[src/rtl/cfgl_pkg.sv]
package cfgl_pkg;

    typedef enum logic [3:0] {
        ST_IDLE,
        ST_PROG_LO,
        ST_PROG_HOLD,
        ST_INIT_HI,
        ST_FETCH,
        ST_BIT_LO,
        ST_BIT_DAT,
        ST_BIT_HI,
        ST_TAIL,
        ST_DONE_CHK,
        ST_DONE_LO,
        ST_DONE_HI
    } ld_state_e;

    typedef enum logic [2:0] {
        FC_NONE       = 3'd0,
        FC_INIT_START = 3'd1,
        FC_INIT_CLEAR = 3'd2,
        FC_CRC        = 3'd3,
        FC_DONE_TMO   = 3'd4
    } fail_code_e;

endpackage

[src/rtl/cfgl_sync.sv]
module cfgl_sync #(
    parameter int               WIDTH   = 2,
    parameter int               STAGES  = 2,
    parameter logic [WIDTH-1:0] RST_VAL = '0
) (
    input  logic             clk,
    input  logic             rst_n,
    input  logic [WIDTH-1:0] d,
    output logic [WIDTH-1:0] q
);
    for (genvar g = 0; g < WIDTH; g++) begin : g_bit
        logic [STAGES-1:0] sh_q;
        logic [STAGES-1:0] sh_d;

        always_comb sh_d = {sh_q[STAGES-2:0], d[g]};

        always_ff @(posedge clk or negedge rst_n) begin
            if (!rst_n) sh_q <= {STAGES{RST_VAL[g]}};
            else        sh_q <= sh_d;
        end

        assign q[g] = sh_q[STAGES-1];
    end
endmodule

[src/rtl/cfgl_count.sv]
module cfgl_count #(
    parameter int LIMIT = 4
) (
    input  logic clk,
    input  logic rst_n,
    input  logic clr,
    output logic hit
);
    localparam int            CW   = (LIMIT > 1) ? $clog2(LIMIT) : 1;
    localparam logic [CW-1:0] LAST = CW'(LIMIT - 1);

    logic [CW-1:0] cnt_q;
    logic [CW-1:0] cnt_d;

    always_comb begin
        cnt_d = cnt_q;
        if (clr)                cnt_d = '0;
        else if (cnt_q != LAST) cnt_d = cnt_q + 1'b1;
    end

    always_ff @(posedge clk or negedge rst_n) begin
        if (!rst_n) cnt_q <= '0;
        else        cnt_q <= cnt_d;
    end

    assign hit = (cnt_q == LAST);
endmodule

[src/rtl/cfg_serial_loader.sv]
module cfg_serial_loader
    import cfgl_pkg::*;
#(
    parameter int DATA_W      = 8,
    parameter int STEP_CYC    = 4,
    parameter int TIMEOUT_CYC = 100000,
    parameter int SYNC_STAGES = 2
) (
    input  logic              clk,
    input  logic              rst_n,
    input  logic              start,
    input  logic [DATA_W-1:0] in_data,
    input  logic              in_valid,
    input  logic              in_last,
    output logic              in_ready,
    output logic              prog_n,
    output logic              cclk,
    output logic              din,
    input  logic              init_n,
    input  logic              done,
    output logic              busy,
    output logic              ok,
    output logic              fail,
    output logic [2:0]        fail_code
);
    localparam int            BW       = (DATA_W > 1) ? $clog2(DATA_W) : 1;
    localparam logic [BW-1:0] LAST_BIT = BW'(DATA_W - 1);

    typedef struct packed {
        ld_state_e         st;
        logic [DATA_W-1:0] sh;
        logic [BW-1:0]     bit_idx;
        logic              last;
        logic              prog_n;
        logic              cclk;
        logic              din;
        logic              busy;
        logic              ok;
        logic              fail;
        fail_code_e        code;
    } ld_regs_t;

    localparam ld_regs_t REG_RST = '{
        st: ST_IDLE, sh: '0, bit_idx: '0, last: 1'b0,
        prog_n: 1'b1, cclk: 1'b1, din: 1'b1,
        busy: 1'b0, ok: 1'b0, fail: 1'b0, code: FC_NONE
    };

    ld_regs_t r_q, r_d;

    logic [1:0] pins_s;
    logic       init_n_s, done_s;
    logic       step_clr, step_hit;
    logic       tmo_clr, tmo_hit;
    logic       crc_err;

    cfgl_sync #(.WIDTH(2), .STAGES(SYNC_STAGES), .RST_VAL(2'b01)) u_sync (
        .clk(clk), .rst_n(rst_n), .d({done, init_n}), .q(pins_s)
    );
    assign init_n_s = pins_s[0];
    assign done_s   = pins_s[1];

    cfgl_count #(.LIMIT(STEP_CYC)) u_step (
        .clk(clk), .rst_n(rst_n), .clr(step_clr), .hit(step_hit)
    );

    cfgl_count #(.LIMIT(TIMEOUT_CYC)) u_tmo (
        .clk(clk), .rst_n(rst_n), .clr(tmo_clr), .hit(tmo_hit)
    );

    function automatic ld_regs_t wrap_up(input ld_regs_t cur, input logic good,
                                         input fail_code_e why);
        ld_regs_t n = cur;
        n.st     = ST_IDLE;
        n.busy   = 1'b0;
        n.prog_n = 1'b1;
        n.cclk   = 1'b1;
        n.din    = 1'b1;
        n.ok     = good;
        n.fail   = !good;
        n.code   = why;
        return n;
    endfunction

    assign crc_err = !done_s && !init_n_s;

    always_comb begin
        r_d     = r_q;
        tmo_clr = 1'b0;
        unique case (r_q.st)
            ST_IDLE: begin
                if (start) begin
                    r_d.st     = ST_PROG_LO;
                    r_d.prog_n = 1'b0;
                    r_d.busy   = 1'b1;
                    r_d.ok     = 1'b0;
                    r_d.fail   = 1'b0;
                    r_d.code   = FC_NONE;
                    tmo_clr    = 1'b1;
                end
            end
            ST_PROG_LO: begin
                if (!init_n_s)    r_d.st = ST_PROG_HOLD;
                else if (tmo_hit) r_d = wrap_up(r_q, 1'b0, FC_INIT_START);
            end
            ST_PROG_HOLD: begin
                if (step_hit) begin
                    r_d.st     = ST_INIT_HI;
                    r_d.prog_n = 1'b1;
                    tmo_clr    = 1'b1;
                end
            end
            ST_INIT_HI: begin
                if (init_n_s)     r_d.st = ST_FETCH;
                else if (tmo_hit) r_d = wrap_up(r_q, 1'b0, FC_INIT_CLEAR);
            end
            ST_FETCH: begin
                if (crc_err) begin
                    r_d = wrap_up(r_q, 1'b0, FC_CRC);
                end else if (in_valid) begin
                    r_d.sh      = in_data;
                    r_d.last    = in_last;
                    r_d.bit_idx = '0;
                    r_d.st      = ST_BIT_LO;
                    r_d.cclk    = 1'b0;
                end
            end
            ST_BIT_LO: begin
                if (step_hit) begin
                    r_d.st  = ST_BIT_DAT;
                    r_d.din = r_q.sh[DATA_W-1];
                end
            end
            ST_BIT_DAT: begin
                if (step_hit) begin
                    r_d.st   = ST_BIT_HI;
                    r_d.cclk = 1'b1;
                end
            end
            ST_BIT_HI: begin
                if (step_hit) begin
                    if (r_q.bit_idx == LAST_BIT) begin
                        r_d.st = r_q.last ? ST_TAIL : ST_FETCH;
                    end else begin
                        r_d.st      = ST_BIT_LO;
                        r_d.cclk    = 1'b0;
                        r_d.sh      = r_q.sh << 1;
                        r_d.bit_idx = r_q.bit_idx + 1'b1;
                    end
                end
            end
            ST_TAIL: begin
                if (step_hit) begin
                    r_d.st  = ST_DONE_CHK;
                    r_d.din = 1'b1;
                    tmo_clr = 1'b1;
                end
            end
            ST_DONE_CHK: begin
                if (done_s) begin
                    r_d = wrap_up(r_q, 1'b1, FC_NONE);
                end else if (tmo_hit) begin
                    r_d = wrap_up(r_q, 1'b0, FC_DONE_TMO);
                end else begin
                    r_d.st   = ST_DONE_LO;
                    r_d.cclk = 1'b0;
                end
            end
            ST_DONE_LO: begin
                if (step_hit) begin
                    r_d.st   = ST_DONE_HI;
                    r_d.cclk = 1'b1;
                end
            end
            ST_DONE_HI: begin
                if (step_hit) r_d.st = ST_DONE_CHK;
            end
            default: r_d = REG_RST;
        endcase
        step_clr = (r_d.st != r_q.st);
    end

    always_ff @(posedge clk or negedge rst_n) begin
        if (!rst_n) r_q <= REG_RST;
        else        r_q <= r_d;
    end

    assign in_ready  = (r_q.st == ST_FETCH) && !crc_err;
    assign prog_n    = r_q.prog_n;
    assign cclk      = r_q.cclk;
    assign din       = r_q.din;
    assign busy      = r_q.busy;
    assign ok        = r_q.ok;
    assign fail      = r_q.fail;
    assign fail_code = r_q.code;
endmodule

[config.mk]
export PLATFORM = sky130hd
export DESIGN_NAME = cfg_serial_loader
export DESIGN_NICKNAME = d
export VERILOG_FILES = /design/src/rtl/cfgl_pkg.sv /design/src/rtl/cfgl_sync.sv /design/src/rtl/cfgl_count.sv /design/src/rtl/cfg_serial_loader.sv
export SDC_FILE = /design/constraint.sdc
export NUM_CORES = 1
export LEC_CHECK = 0
export BUFFER_PORTS_ARGS = -buffer_cell sky130_fd_sc_hd__buf_2
export CELL_PAD_IN_SITES_DETAIL_PLACEMENT = 1
export CELL_PAD_IN_SITES_GLOBAL_PLACEMENT = 2
export CORE_MARGIN = 8
export CORE_UTILIZATION = 37
export CTS_CLUSTER_DIAMETER = 60
export DETAILED_ROUTE_END_ITERATION = 16
export PLACE_DENSITY_LB_ADDON = 0.1
export SLEW_MARGIN = 15
export SYNTH_ARGS = -nofsm -noshare
export SYNTH_HDL_FRONTEND = slang
export SYNTH_SLANG_ARGS = --single-unit
export TNS_END_PERCENT = 1
[constraint.sdc]
create_clock -name clk -period 3.15 [get_ports clk]
set_input_delay 0.63 -clock clk [delete_from_list [all_inputs] [get_ports clk]]
set_output_delay 0.63 -clock clk [all_outputs]
set_load 0.02 [all_outputs]
Word level (Yosys, flattened, before mapping):

Index checks and enable logic that the tools add are counted.

* eq/ne operators: 33
* muxes and demuxes: 47
* bitwise gates (word level): 9
* add/subtract/negate cells: 3
* reductions and logical operators: 23

Operators with widths (number)
* 2-to-1 mux 25 bit: 3
* case mux 11 bit (6 select lines): 1
* 2-to-1 mux 4 bit: 11
* case mux 4 bit (11 select lines): 1
* 2-to-1 mux 21 bit: 2
* case mux 6 bit (6 select lines): 1
* 2-to-1 mux 17 bit: 2
* 2-to-1 mux 16 bit: 2
* AND reduction 9 bit: 3
* inequality test 2 bit, second input constant: 13
* case mux 1 bit (7 select lines): 3
* adder 17 x 1 -> 17 bit, second input constant: 1
* equality test 17 bit, second input constant: 1
* inequality test 17 bit, second input constant: 1
* equality test 4 x 3 -> 1 bit, second input constant: 4
* equality test 4 bit, second input constant: 4
* AND reduction 8 bit: 2
* 2-to-1 mux 15 bit: 1
* 2-to-1 mux 7 bit: 2
* OR reduction 7 bit: 2
* 2-to-1 mux 1 bit: 12
* OR reduction 6 bit: 2
* 2-to-1 mux 11 bit: 1
* NOT 1 bit: 9
* other kinds (22): 31

* register bits: 48

Logic depth before layout (Yosys ltp):

Gate-level depths: netlist (run 1).

* word-level depth: 6
* mapped depth: 9
* gate-level depth less buffers: 7

Modules after synthesis:

From an unflattened synthesis (run 1), not the netlist that was laid out.

* cell total of the unflattened synthesis: 307
* area, all modules: 2986.6 um^2

By module, submodules not included
* cfg_serial_loader: cells each 204, seq. area each 629.4 um^2, instances 1, area each 1888.1 um^2
* cfgl_count (u_tmo): cells each 90, seq. area each 425.4 um^2, instances 1, area each 892.1 um^2
* cfgl_sync: cells each 6, seq. area each 102.6 um^2, instances 1, area each 117.6 um^2
* cfgl_count (u_step): cells each 7, seq. area each 50.0 um^2, instances 1, area each 88.8 um^2

Worst setup path after synthesis (run 1):

No wires, ideal clock.

* kind: reg-to-reg
* start: reg u_tmo.cnt_q[12]
* end: reg u_step.cnt_q[1]
* setup slack: 0.959 ns
* data required time: 3.027 ns
* data arrival time: 2.068 ns
* library setup time: 0.123 ns
* buffers on the path: 0
* stages on the path, launching flop included: 7
* cell sequence: dfrtp_1 -> or4b_4 -> nor4_4 -> nor3_1 -> or3_1 -> o211ai_2 -> nor3_2

* word-level cells in the longest chain between the ends: 6

Ends and longest elaborated chain
* start, declared: line cfgl_count.sv:12 `logic [CW-1:0] cnt_q;`
* start signal, assigned: line cfgl_count.sv:23 `else cnt_q <= cnt_d;`
* equality test 17 bit (*): line cfgl_count.sv:26 `assign hit = (cnt_q == LAST);`
* 2-to-1 mux 25 bit (tied with other cells): line cfg_serial_loader.sv:115 `else if (tmo_hit) r_d = wrap_up(r_q, 1'b0, FC_INIT_CLEAR);`
* 2-to-1 mux 4 bit (tied with other cells): line cfg_serial_loader.sv:114 `if (init_n_s) r_d.st = ST_FETCH;`
* case mux 4 bit (11 select lines) (*): line cfg_serial_loader.sv:90 `unique case (r_q.st)`
* inequality test 4 bit (*): line cfg_serial_loader.sv:180 `step_clr = (r_d.st != r_q.st);`
* 2-to-1 mux 2 bit / nonzero test 2 bit (equally long branches)
* end signal, assigned: line cfgl_count.sv:23
* end, declared: line cfgl_count.sv:12

Every way passes the cells marked *; elsewhere a longest branch is shown, timed or not. The select of a mux whose other input is x is not followed.
A chain may end at the register's enable or synchronous reset.

Worst setup path after layout (run 1):

* start: reg r_q[22] (netlist bit)
* end: out in_ready

* word-level cells in the longest chain between the ends: 2

Ends and longest elaborated chain
* start, declared: line cfg_serial_loader.sv:49 `ld_regs_t r_q, r_d;`
* start signal, assigned: line cfg_serial_loader.sv:185 `else r_q <= r_d;`
* equality test 4 x 3 -> 1 bit: line cfg_serial_loader.sv:188 `assign in_ready = (r_q.st == ST_FETCH) && !crc_err;`
* logical AND 1 bit: line cfg_serial_loader.sv:188
* end, declared: line cfg_serial_loader.sv:15 `output logic in_ready,`

No other way between the ends.

==> results.md, run 1 <==
- Status: completed
- Area occupied by multi-input gates: 1490 um2
- Cell Area, Synth: 2810 um2
- Clock root buffer: clkbuf_8
- First drt pass iteration count: 4
- Post-synthesis async set-or-reset flop share: 100%
- # setup viols final: 0
- Gr usage total: 15.2%
- Count of unique library cells instantiated by Yosys: 62
- # H-tree levels: 2
- Min Tclk post-route: 2.85 ns
- Total of max-cap violations: 0
- Die Span Y: 103 um
- Fmax: 351 MHz
- Reg clk slew, reported paths: 0.10 ns
- Post-synth EDFFs: 0
- Setup Skew: 0.00844 ns
- Yosys warns: 0
- Iter 0 DRT Violations: 76
- Place WS: 0.675 ns
- I/O Pins: 25
- Final worst slack: 0.299 ns
- Pleak: 1.33 nW
- RSZ-0062 raised after global routing: no
- Total CTS buffers: 5
- Setup TNS: 0 ns
- IR drop worst, VDD: 0.337 mV
- Part of the Yosys area used for sequential elements: 43.0%
- Via/cell ratio: 5.42
- Drc violations: 0
- Routed WL: 7.28 mm
- Crit path max-delay cell type: dfrtp_1
- Antenna violations before repair: 0
- Port buffer count: 24
- Critical path startpoint category: register
- Hold buffer count at CTS: 0
- Placer Congestion: 0.808
- CTS tree: done
- Period Utilization, post-route: 90.5%
- Later-pin clock latency in the skew report: 0.31 ns
- Overflow after GRT: 0
- Critical path's most frequent cell: nor2_1
- Post-synthesis average cell area: 8.91 um2
- Final hold viol count: 0
- Die W: 103 um
- Slew margin rel.: 53.0%
- Final Max Tran Viols: 0
- Post-CTS sizing: 0
- PwrDens: 804 nW/um2
- Vias in the first global route: 2490
- Die area: 10600 um2
- Gr busiest metal: met2
- Largest net degree at the start of global routing: 34
- Final #Nets: 351
- Seq. cell area: 1210 um2
- Clock buffer depth: 2
- Core ar.: 7290 um2
- Worst slew pin tran: 0.705 ns
- Crit Path Max Fanout: 19
- Fillers: 898
- Area grow syn2layout: 10.5%
- Crit-path max cell delay: 0.62 ns
- WP buf/inv: 1
- Syn_nets: 334
- N_diodes: 0
- Crit path cell chain: nor2_1 -> o21ai_0 -> nor2_1 -> buf_2
- Global-route wire length before repair: 12.7 mm
- Yosys reg bits: 48
- Routed len/inst: 16.9 um
- Clk sinks: 48
- Main synth FF type: dfrtp_1
- WP data arrival: 2.22 ns
- Crit. End Element: primary output
- Synthesized instance count: 315
- Top Family by Delay on Critical Path: simple AND/OR/NAND/NOR gates
- GRT met2 Usage: 25.4%
- Vias post-DR: 2342
- CP Data Required Time: 2.52 ns
- Setup CP Type: reg2out
- M3 GR Usage: 2.84%
- Remaining antenna violation count after routing: 0
- Cell Rows: 31
- Initial Util: 38.5%
- Hpwl dp: 5.45 mm
- Post-CTS Setup Inserts: 0
- Share of layout cells above drive strength 1: 16.8%
- Final Core Density: 42.5%
- Worst hold path class: in2async
- GR Util met1: 19.7%
## worst paths after layout
path                       cells after the start                    start  slack (ns)                 endpoint
max                                            4                  r_q[22]        0.30                 in_ready
min                                            1                    rst_n        0.21                  r_q[15]
max reg2reg                                    6          u_tmo.cnt_q[12]        0.67             fail_code[0]
min reg2reg                                    0  u_sync.g_bit[0].sh_q[0]        0.36  u_sync.g_bit[0].sh_q[1]
max in group asynchronous                      2                    rst_n        2.17                      din
min in group clk                               0  u_sync.g_bit[0].sh_q[0]        0.36  u_sync.g_bit[0].sh_q[1]
## stage by stage
| step | instances | hold WS, ns | instance area (um2) | power (mW) |
|---|---|---|---|---|
| 2_1_floorplan | 315 | 0.331 | 2810 | 1.81 |
| 3_3_place_gp | 424 | 0.336 | 3010 | 2.11 |
| 3_5_place_dp | 424 | 0.348 | 3010 | 2.12 |
| 4_1_cts | 432 | 0.209 | 3100 | 2.52 |
| 5_1_grt | 432 | 0.223 | 3100 | 2.71 |
| 6_report | 432 | 0.213 | 3100 | 2.49 |
## placed cells by master (no fill, tap or decap), types with 3 or more instances in the layout
master	Yosys	final
xor2_1	10	10
a211oi_1	3	3
and3_1	4	4
nor2b_1	7	7
inv_1	6	6
nand4_1	6	6
mux2_1	6	6
nor3_1	7	7
dfstp_2	5	5
nand3_1	16	16
a21oi_1	18	18
buf_4	3	6
clkbuf_8	0	5
dfrtp_1	43	43
o21ai_0	15	15
xnor2_1	4	4
o211ai_1	3	3
buf_2	1	24
nand2b_1	8	8
o32ai_1	3	3
nor2_1	45	45
nand2_1	26	26
a22oi_1	9	9
or3_1	3	3
ha_1	4	4
## power breakdown
part / internal, mW / leakage, nW / total (mW) / switching (mW)
Combinational: 0.434 / 0.676 / 1.07 / 0.634
Clock: 0.162 / 0.0452 / 0.391 / 0.229
Sequential: 0.813 / 0.605 / 1.04 / 0.223
## Yosys cell counts (all sizes together), types with 2 or more instances
master | instances | share of area (%)
nor2 | 45 | 6.0
dfrtp | 43 | 38
nand2 | 27 | 3.7
a21oi | 18 | 3.2
o21ai | 18 | 3.3
nand3 | 16 | 2.9
clkbuf | 13 | 1.7
xor2 | 10 | 3.1
a22oi | 9 | 2.4
nor3 | 9 | 2.0
nand2b | 8 | 1.8
buf | 7 | 1.4
mux2 | 7 | 2.8
nor2b | 7 | 1.6
inv | 6 | 0.80
nand4 | 6 | 1.3
dfstp | 5 | 4.7
and3 | 4 | 0.89
ha | 4 | 1.8
o211ai | 4 | 1.2
xnor2 | 4 | 1.2
a211oi | 3 | 0.80
and2 | 3 | 0.67
o32ai | 3 | 0.94
or3 | 3 | 0.67
a31o | 2 | 0.62
a31oi | 2 | 0.45
mux2i | 2 | 0.71
nor4 | 2 | 0.98
o21a | 2 | 0.53
or4bb | 2 | 0.80
## layout make-up
type | instances | share of cell area, %
clock buffers | 5 | 2.22
clock inverters | 3 | 0.807
inverters | 7 | 0.847
multi-input cells | 240 | 47.9
flip-flops and latches | 48 | 38.9
well taps | 99 | 3.99
repair buffers | 30 | 5.32
## layer usage
| layer | vias to the layer above | share of wire, % |
|---|---|---|
| li1 | 1149 | - |
| met3 | 9 | 3.6 |
| met5 | - | 0 |
| met2 | 37 | 50 |
| met4 | 0 | 1.3 |
| met1 | 1147 | 46 |
## state kept, by name, summed over array words and instances, names as in the netlist
register	cells
fail_code	3
u_sync.g_bit.sh_q	4
din	1
busy	1
ok	1
cclk	1
prog_n	1
u_step.cnt_q	2
u_tmo.cnt_q	17
fail	1
r_q	16
## worst register-to-register path, cell delays in order, from the launching register on
cell and delay [ns]:
dfrtp_1 0.45, or4b_4 0.58, nor4_4 0.57, nand2b_1 0.14, o21ai_2 0.13, nand2_2 0.16, mux2_1 0.35
## cell families (layout without fill, tap and decap cells)
group	after synthesis	in the layout	synth area share, %
simple gates	140	140	25.8
compound gates	73	73	17.4
flops	48	48	43.0
buf+inv	27	45	4.06
xor+xnor	14	14	4.37
mux	9	9	3.52
fa+ha+maj	4	4	1.78
Note: power is estimated with default switching activity, not from simulation.
==> run 2: changes to the inputs <==
Settings changed: SETUP_SLACK_MARGIN from default to 0.4.
==> results.md, run 2 (synthesis results as in run 1) <==
- Final hold viol count: 0
- I/O Pins: 25
- Setup TNS: 0 ns
- Most flop-heavy register: u_tmo.cnt_q
- Area grow syn2layout: 10.8%
- Cell Rows: 31
- CTS tree: done
- Clock root buffer: clkbuf_8
- Die W: 103 um
- Total CTS buffers: 5
- Crit. End Element: primary output
- Crit Path Max Fanout: 19
- Largest regs: u_tmo.cnt_q (17), r_q (16), u_sync.g_bit.sh_q (4)
- Vias post-DR: 2350
- Commonest non-fill, non-tap cell in the layout: nor2_1
- Gr usage total: 15.2%
- Global-route wire length before repair: 12.7 mm
- Non-filler cells in the finished layout: 432
- WP buf/inv: 1
- Clock buffer depth: 2
- Critical path startpoint category: register
- Die Span Y: 103 um
- Min Tclk post-route: 2.56 ns
- Top Family by Delay on Critical Path: flip-flops
- Routed len/inst: 16.9 um
- Hold buffer count at CTS: 0
- Iter 0 DRT Violations: 76
- Post-CTS Setup Inserts: 0
- Net switching power: 1.09 mW
- Crit path cell chain: nor2_4 -> o21ai_0 -> nor2_1 -> buf_2
- Internal Pwr Total: 1.41 mW
- Clk sinks: 48
- Crit-path max cell delay: 0.64 ns
- Later-pin clock latency in the skew report: 0.31 ns
- Worst hold path class: in2async
- Clock power share: 15.6%
- RSZ-0062 raised after global routing: no
- Port buffer count: 24
- Period Utilization, post-route: 81.2%
- Setup CP Type: reg2out
- Setup Skew: 0.00812 ns
- First drt pass iteration count: 4
- Hpwl dp: 5.45 mm
- Placer Congestion: 0.808
- N_diodes: 0
- # H-tree levels: 2
- Status: completed
- Via/cell ratio: 5.44
- Sequential share of power: 41.6%
- Initial Util: 38.5%
- # setup viols final: 0
- Most frequent cells in the layout: nor2_1 (44), dfrtp_1 (43), nand2_1 (26)
- Fin area: 3110 um2
- Crit path max-delay cell type: dfrtp_1
- Final Max Tran Viols: 0
- IR drop worst, VDD: 0.337 mV
- Core ar.: 7290 um2
- Comb pwr share: 42.8%
- Pleak: 1.33 nW
- PwrDens: 805 nW/um2
- Share of layout cells above drive strength 1: 17.1%
- Remaining antenna violation count after routing: 0
- Inst Count DP: 424
- Reg clk slew, reported paths: 0.10 ns
- Slew margin rel.: 52.9%
- Total of max-cap violations: 0
- Final Core Density: 42.6%
- Worst slew pin tran: 0.706 ns
- Max reg flops: 17
- Die area: 10600 um2
- Antenna violations before repair: 0
- WP data arrival: 1.93 ns
- Overflow after GRT: 0
- Largest net degree at the start of global routing: 34
- Vias in the first global route: 2490
- Cell area after placement: 3010 um2
- CP Data Required Time: 2.52 ns
- Fmax: 391 MHz
- Final #Nets: 351
- Drc violations: 0
- Routed WL: 7.30 mm
- Switching part of the total: 43.6%
## run 2: layout make-up
cell class                 count  area, um2
multi-input combinational    240       1490
clock inverter                 3       25.0
clock buffer                   5       68.8
tap                           99        124
fill                         899       4180
sequential                    48       1210
timing repair buffer          30        165
inverter                       7       26.3
## run 2: what timing repair did
item                       CTS  global route
setup endpoints to repair    1             1
hold endpoints to repair     0             0
cloned                       0             0
gates resized for setup      1             1
## run 2: per-stage QoR
stage	worst slack (ns)	hold slack, ns	power [mW]
6_report	0.592	0.214	2.50
2_1_floorplan	0.959	0.331	1.81
3_3_place_gp	0.680	0.336	2.11
5_1_grt	0.450	0.223	2.72
4_1_cts	0.512	0.209	2.53
3_5_place_dp	0.675	0.348	2.12
## run 2: worst paths after layout
| check | start | endpoint | cells after the start | slack, ns |
|---|---|---|---|---|
| hold / removal | rst_n | r_q[15] | 1 | 0.21 |
| max in group asynchronous | rst_n | prog_n | 2 | 2.17 |
| hold reg to reg | u_sync.g_bit[0].sh_q[0] | u_sync.g_bit[0].sh_q[1] | 0 | 0.36 |
| setup reg to reg | u_tmo.cnt_q[12] | u_step.cnt_q[1] | 6 | 0.67 |
| min in group clk | u_sync.g_bit[0].sh_q[0] | u_sync.g_bit[0].sh_q[1] | 0 | 0.36 |
| setup / recovery | r_q[22] | in_ready | 4 | 0.59 |
## run 2: layer usage
| layer | part of all wire, % | routed length [um] | vias to the layer above | track usage, % |
|---|---|---|---|---|
| met1 | 46 | 3360 | 1157 | 19.7 |
| met4 | 1.3 | 95 | 0 | 3.89 |
| met3 | 3.4 | 245 | 9 | 2.84 |
| li1 | - | - | 1151 | - |
| met2 | 49 | 3590 | 33 | 25.4 |
| met5 | 0 | 0 | - | 0 |
## run 2: power by group through the flow
stage          sequential (mW)  clock (mW)  combinational [mW]
2_1_floorplan            0.971           0               0.842
3_3_place_gp              1.05           0                1.07
3_5_place_dp              1.05           0                1.07
4_1_cts                   1.04       0.409                1.08
5_1_grt                   1.08       0.432                1.21
6_report                  1.04       0.390                1.07
